--- src/rtl/nmi_guard.sv ---
module nmi_guard #(
  parameter int NUM_ERR    = 3,
  parameter int GATED_IDX  = 2,
  parameter int CNT_W      = 8,
  parameter int ADDR_W     = 4,
  parameter int PERIOD_RST = 20
) (
  input  logic              clk,
  input  logic              rst_n,
  input  logic [ADDR_W-1:0] reg_addr,
  input  logic              reg_wr,
  input  logic [31:0]       reg_wdata,
  output logic [31:0]       reg_rdata,
  input  logic [NUM_ERR-1:0] err_in,
  output logic              nmi_out,
  output logic              wdog_to
);
  localparam logic [ADDR_W-1:0] A_CFG = 0, A_FLG = 1, A_CLR = 2, A_PER = 3;
  localparam int EN_BIT = 9;

  logic [NUM_ERR-1:0] err_q, flags, src_mask, set_v, clr_v, flags_kept;
  logic               gate_en, int_flag, int_kept, clr_hit, fire;
  logic [CNT_W-1:0]   cnt, period;

  always_comb begin
    src_mask = '1;
    src_mask[GATED_IDX] = gate_en;
  end

  assign set_v      = err_in & ~err_q & src_mask;
  assign clr_hit    = reg_wr && reg_addr == A_CLR;
  assign clr_v      = clr_hit ? reg_wdata[NUM_ERR:1] : '0;
  assign int_kept   = int_flag & ~(clr_hit & reg_wdata[0]);
  assign flags_kept = flags & ~clr_v;
  assign fire       = |set_v && !int_kept && flags_kept == '0;
  assign nmi_out    = int_flag;

  always_ff @(posedge clk or negedge rst_n) begin
    if (!rst_n) begin
      err_q    <= '0;
      flags    <= '0;
      int_flag <= 1'b0;
      gate_en  <= 1'b0;
      period   <= CNT_W'(PERIOD_RST);
    end else begin
      err_q    <= err_in;
      flags    <= flags_kept | set_v;
      int_flag <= int_kept | fire;
      if (reg_wr && reg_addr == A_CFG && reg_wdata[EN_BIT]) gate_en <= 1'b1;
      if (reg_wr && reg_addr == A_PER) period <= reg_wdata[CNT_W-1:0];
    end
  end

  always_ff @(posedge clk or negedge rst_n) begin
    if (!rst_n) begin
      cnt     <= '0;
      wdog_to <= 1'b0;
    end else if (flags == '0) begin
      cnt     <= '0;
      wdog_to <= 1'b0;
    end else if (cnt < period) begin
      cnt     <= cnt + 1'b1;
      wdog_to <= (cnt + 1'b1) == period;
    end else begin
      wdog_to <= 1'b0;
    end
  end

  always_comb begin
    case (reg_addr)
      A_CFG:   reg_rdata = 32'h1 | (32'(gate_en) << EN_BIT);
      A_FLG:   reg_rdata = 32'({flags, int_flag});
      A_PER:   reg_rdata = 32'(period);
      default: reg_rdata = '0;
    endcase
  end


  enable_sticky_chk: assert property (@(posedge clk) disable iff (!rst_n)
    !$fell(gate_en));


  gated_source_chk: assert property (@(posedge clk) disable iff (!rst_n)
    $rose(flags[GATED_IDX]) |-> $past(gate_en));


  flag_sticky_chk: assert property (@(posedge clk) disable iff (!rst_n)
    !clr_hit |=> (flags & $past(flags)) == $past(flags));


  nmi_cause_chk: assert property (@(posedge clk) disable iff (!rst_n)
    $rose(int_flag) |-> flags != '0);


  timeout_at_period_chk: assert property (@(posedge clk) disable iff (!rst_n)
    wdog_to |-> (cnt == period && flags != '0));


  timeout_single_chk: assert property (@(posedge clk) disable iff (!rst_n)
    wdog_to |=> !wdog_to);


  counter_idle_chk: assert property (@(posedge clk) disable iff (!rst_n)
    flags == '0 |=> cnt == '0);
endmodule

--- config.mk ---
export PLATFORM = sky130hd
export DESIGN_NAME = nmi_guard
export DESIGN_NICKNAME = d
export VERILOG_FILES = /design/src/rtl/nmi_guard.sv
export SDC_FILE = /design/constraint.sdc
export NUM_CORES = 1
export LEC_CHECK = 0
export ABC_AREA = 1
export BUFFER_PORTS_ARGS = -buffer_cell sky130_fd_sc_hd__buf_2
export CORE_MARGIN = 8
export CORE_UTILIZATION = 42
export DETAILED_ROUTE_END_ITERATION = 8
export HOLD_SLACK_MARGIN = 0.02
export PLACE_DENSITY = 0.85
export SLEW_MARGIN = 20
export SYNTH_ARGS = -nofsm -noshare
export SYNTH_HDL_FRONTEND = slang
export SYNTH_SLANG_ARGS = --single-unit
--- constraint.sdc ---
create_clock -name clk -period 1.5 [get_ports clk]
set_input_delay 0.15 -clock clk [delete_from_list [all_inputs] [get_ports clk]]
set_output_delay 0.15 -clock clk [all_outputs]
set_load 0.005 [all_outputs]
==> results.toml, run 1 <==
[clock_tree]
cts-buffers-inserted = 3
clock_sinks = 25
path_clk_slew_ns = 0.09
cts_tree = "done"
clockBufferDepth = 2
h-tree-depth = 1
clkLatencyLatePin_ns = 0.27
clockRootBuffer = "clkbuf_8"

[grt]
globalRoute.totalOverflow = 0
grt_max_degree = 26
grt_first_pass_wirelength_um = 6930
grt_pass1_vias = 1581
track_usage_pct = 13.6
antenna_found_initial = 0

[sta]
relSlewSlack_pct = 61.6
drv_slew = 0
setup_ws_ns = -0.129
fin_crit_ns = 1.63
grt_setup_unrepaired = "yes"
worst_pin_slew_ns = 0.575
post-route-period-util_pct = 109
clock_skew_ns = 0.00492
clock.fmax_ghz = 0.614
hold_viol = 0
setup_viol = 10

[power_and_ir_drop]
total_power_mw = 3.55
power_density_nw_per_um2 = 1610
leakagePower_nw = 1.24
vdd_drop_max_mv = 0.793

[synthesis]
synth_top_cells_by_area = "dfrtp_1 (35%), buf_4 (10%), nand2_1 (10%)"
yosysTopAreaCell = "dfrtp_1"
netlist_area_um2 = 1660
ys_ff_latch = 25
avgSynthCellArea_um2 = 7.38
yosysUniqueCellTypes = 23
yosysSeqAreaShare_pct = 37.8
yosys_warnings = 0
synth.top_cell.area_share_pct = 34.6
syn_inst = 225

[die]
row_count = 23
start_util_pct = 42.5
die_h_um = 78.9
core_um2 = 3910
die_area_um2 = 6230
ios = 76
die_w_um = 78.9

[cells_and_area]
layout-drive-gt1-share_pct = 33.1
area.growth.synth_to_final_pct = 32.8
nets = 339
diodes = 0
final_area_um2 = 2210

[critical_path]
crit_required_ns = 1.70
cp_max_fo = 3
critical_path.endpoint_type = "flip-flop"
worstPathArrival_ns = 1.83
crit_type = "flip-flop to flip-flop"
worstSetupStartpointType = "flip-flop"

[run]
maxCapViolCount = 0

[placed_design]
hpwl_um = 3290
gp_congestion = 0.879
place_area_um2 = 1950
io_buffers = 29

[routing]
wl_per_cell_um = 14.0
drt_iter0_markers = 136
drc_errors = 0
firstDrtPassIters = 5
wirelength_um = 4720
routed_via_density = 4.97
antenna_left = 0
via_count = 1674

[status]
violations = "negative setup slack"
status = "finished with violations"

[min_path]
hp-class = "input pin to flip-flop"
-- critical path: stages (launching register included) --
cell and delay [ns]:
dfstp_2 0.54, inv_2 0.05, ha_4 0.26, nand2_1 0.05
nor2_1 0.16, nand2_2 0.12, nand2_4 0.10, buf_4 0.10
nand3_1 0.08, o21ai_2 0.09
-- power breakdown --
group	switching (mW)	internal (mW)	leakage [nW]	total, mW
logic	1.20	0.972	0.932	2.17
registers	0.130	0.848	0.282	0.978
clock network	0.213	0.190	0.0228	0.403
-- registers in the layout, summed over array words and instances (netlist names) --
name     flops
cnt          8
wdog_to      1
gate_en      1
period       8
flags        3
nmi_out      1
err_q        3
-- cells in the mapped netlist --
cell and n:
a21oi_1 13, buf_4 23, buf_6 1, conb_1 1
dfrtp_1 23, dfstp_2 2, ha_1 9, inv_1 35
inv_2 1, nand2_1 46, nand2_2 1, nand3_1 23
nand4_1 4, nor2_1 20, nor2_2 2, nor3_1 1
nor3_2 1, o21a_1 1, o21ai_0 8, o21ai_1 2
o21bai_1 1, o22ai_1 6, xor2_1 1
-- placed cells by master, fill, tap and decap left out, types with 9 or more instances in the layout --
cell / instances
nor2_1: 18
buf_2: 29
inv_1: 31
conb_1: 23
buf_4: 24
nand2_1: 40
a21oi_1: 9
dfrtp_1: 23
nand3_1: 20
-- per-layer routing --
metal	vias to the layer above	GRT usage [%]	share of wire, %
met4	0	6.48	3.8
met5	-	0	0
met1	764	15.9	40
li1	800	-	-
met3	17	2.82	7.5
met2	93	23.4	48
-- cells by family after synthesis --
logic type               count (synthesis)  share of synthesized area [%]
AND/OR/NAND/NOR                         98                           25.4
buffers and inverters                   60                           19.2
AO/OA/AOI/OAI                           31                           10.1
flip-flops                              25                           37.8
adder cells (fa/ha/maj)                  9                           6.78
XOR/XNOR                                 1                          0.527
other                                    1                          0.226
-- layout make-up --
class	count	area [um2]
Clock buffer	4	45.0
Fill cell	335	1710
Inverter	36	135
Multi-Input combinational cell	162	936
Sequential cell	25	628
Tap cell	50	62.6
Timing Repair Buffer	60	399
-- timing repair --
action	CTS	global route
pin swaps	17	7
hold buffers	4	0
setup buffers	3	1
hold endpoints to repair	26	0
endpoints found under the setup margin	9	10
gates resized for setup	21	19
-- final timing paths --
path / startpoint / to / slack [ns] / cells after the start
max: period[4] / cnt[1] / -0.13 / 9
min: reg_wdata[9] / gate_en / 0.11 / 3
max reg2reg: period[4] / cnt[1] / -0.13 / 9
min reg2reg: err_q[0] / flags[0] / 0.51 / 3
max in group asynchronous: rst_n / cnt[2] / 0.71 / 2
min in group asynchronous: rst_n / cnt[1] / 0.41 / 2
-- per-stage QoR --
| step | util [%] | TNS [ns] | cells | hold slack (ns) | worst slack (ns) |
|---|---|---|---|---|---|
| detailed placement | 49.8 | -0.966 | 325 | 0.178 | -0.155 |
| global placement | 49.8 | -0.589 | 325 | 0.171 | -0.102 |
| CTS | 54.2 | -0.588 | 336 | 0.112 | -0.0894 |
| floorplan | - | -0.0340 | 247 | -0.146 | -0.0340 |
| finish | 56.4 | -1.12 | 337 | 0.113 | -0.129 |
| global route | 56.4 | -1.87 | 337 | 0.125 | -0.207 |
No activity file was read; power rests on OpenSTA's default activity.
==> run 2: changes to the inputs <==
--- a/config.mk
+++ b/config.mk
@@ -7,6 +7,7 @@
 export LEC_CHECK = 0
 export ABC_AREA = 1
 export BUFFER_PORTS_ARGS = -buffer_cell sky130_fd_sc_hd__buf_2
+export CAP_MARGIN = 20
 export CORE_MARGIN = 8
 export CORE_UTILIZATION = 42
 export DETAILED_ROUTE_END_ITERATION = 8
==> constraint.sdc (replaced) <==
create_clock -name clk -period 1.3 [get_ports clk]
set_input_delay 0.13 -clock clk [delete_from_list [all_inputs] [get_ports clk]]
set_output_delay 0.13 -clock clk [all_outputs]
set_load 0.005 [all_outputs]
==> run 2 against run 1 <==
The flow still finishes with violations (negative setup slack). Utilization grew 4.4 points. Clock power grew 22%. Via count grew 2.1%. Sequential cell count is the same. Combinational power grew 32%. Hold slack lost 0.039 ns. Sequential share of layout area shrank 1.9 points. Critical path depth is the same. Non-clock buffer count grew 8. Die area is the same. Maximum frequency grew 1.9%. Largest cell class unchanged.
==> results.toml, run 2 (synthesis gave the netlist of run 1 again) <==
[status]
status = "finished with violations"
violations = "negative setup slack"

[cells_and_area]
final_common_cell = "nand2_1"
diodes = 0
reg_top3 = "cnt: 8 flops, period: 8 flops"
final_area_um2 = 2380
area.growth.synth_to_final_pct = 43.1
final_cell_mix = "nand2_1 (39), buf_4 (32), inv_1 (28), buf_2 (28), conb_1 (23)"
utilization_pct = 60.7
nets = 347
layout-drive-gt1-share_pct = 40.3

[routing]
via_count = 1709
antenna_left = 0
wl_per_cell_um = 14.9
drt_iter0_markers = 142
drc_errors = 0
routed_via_density = 4.95
wirelength_um = 5150
firstDrtPassIters = 4

[critical_path]
critical_path.endpoint_type = "flip-flop"
crit_type = "flip-flop to flip-flop"
cp_max_fo = 7
reg2reg_depth = 9
r2r_slack_ns = -0.30
worstPathArrival_ns = 1.77
crit_required_ns = 1.47
worstSetupStartpointType = "flip-flop"

[grt]
grt_first_pass_wirelength_um = 7490
globalRoute.totalOverflow = 0
grt_max_degree = 26
grt_pass1_vias = 1714
antenna_found_initial = 0
track_usage_pct = 14.8

[die]
row_count = 23
die_w_um = 78.9
start_util_pct = 42.5
die_area_um2 = 6230
die_h_um = 78.9
core_um2 = 3910
ios = 76

[sta]
drv_slew = 0
post-route-period-util_pct = 123
clock_skew_ns = 0.00610
hold_viol = 0
hold_ws_ns = 0.0740
clock.fmax_ghz = 0.626
relSlewSlack_pct = 61.0
setup_ws_ns = -0.299
worst_pin_slew_ns = 0.586
grt_setup_unrepaired = "yes"
fin_crit_ns = 1.60
setup_viol = 11

[placed_design]
io_buffers = 29
hpwl_um = 3330
gp_congestion = 0.891
place_area_um2 = 2030
place_ws_ns = -0.261

[power_and_ir_drop]
power_density_nw_per_um2 = 1920
combPwrFrac_pct = 62.6
total_power_mw = 4.57
vdd_drop_max_mv = 0.841
power_frac_seq_pct = 26.6
clkPwrFrac_pct = 10.8
p_sw_mw = 1.99
leakagePower_nw = 1.28
intPower_mw = 2.58
p_sw_share_pct = 43.5

[clock_tree]
cts_tree = "done"
clockBufferDepth = 2
clockRootBuffer = "clkbuf_8"
path_clk_slew_ns = 0.09
h-tree-depth = 1
clkLatencyLatePin_ns = 0.28
clock_sinks = 25
cts-buffers-inserted = 3

[run]
maxCapViolCount = 0

[min_path]
hold_depth = 3
hp-class = "input pin to flip-flop"
run 2: cell types whose count changed in the layout (fill, tap and decap cells not counted), sizes merged:
| cell | before | now |
|---|---|---|
| buf | 56 | 64 |
| clkinvlp | 0 | 1 |
| inv | 36 | 35 |
run 2: worst paths after layout:
check	startpoint	endpoint
max in group asynchronous	rst_n	cnt[2]
min	reg_wdata[9]	gate_en
max	period[2]	cnt[0]
min reg2reg	gate_en	gate_en
max reg2reg	period[2]	cnt[0]
min in group asynchronous	rst_n	err_q[2]
run 2: area by class of cell:
type	count	area [um2]
Inverter	36	141
Fill cell	301	1540
Tap cell	50	62.6
Multi-Input combinational cell	162	1030
Clock buffer	4	45.0
Sequential cell	25	631
Timing Repair Buffer	68	465
run 2: repair_timing:
item	in CTS	in global routing
cloned	0	0
setup endpoints to repair	11	14
setup buffers	3	5
gates resized for setup	17	39
hold buffers	4	0
endpoints found under the hold margin	26	0
pin swaps	13	13
run 2: routing by layer:
metal | vias up | GRT usage, % | wire length (um)
li1 | 817 | - | -
met1 | 807 | 16.5 | 2040
met2 | 74 | 25.9 | 2670
met3 | 11 | 3.16 | 306
met4 | 0 | 7.78 | 134
met5 | - | 0 | 0
run 2: per-stage QoR:
step / TNS (ns) / cells
floorplan: -1.02 / 247
global placement: -1.59 / 332
detailed placement: -1.94 / 332
CTS: -2.08 / 341
global route: -3.04 / 345
finish: -2.51 / 345
run 2: critical path, stage by stage (launching register included):
cell and delay (ns):
dfstp_2 0.55, inv_2 0.05, ha_4 0.25, nand2_2 0.04, o21ai_2 0.13, nand2_2 0.11
nand2_4 0.14, nand2_8 0.08, nand3_2 0.06, o21ai_1 0.06
run 2: power groups by stage:
stage          registers (mW)  logic, mW  clock network [mW]
6_report                 1.21       2.86               0.493
5_1_grt                  1.24       3.10               0.519
4_1_cts                  1.18       2.18               0.481
3_5_place_dp             1.16       1.95                   0
3_3_place_gp             1.15       1.89                   0
2_1_floorplan            1.14       1.14                   0
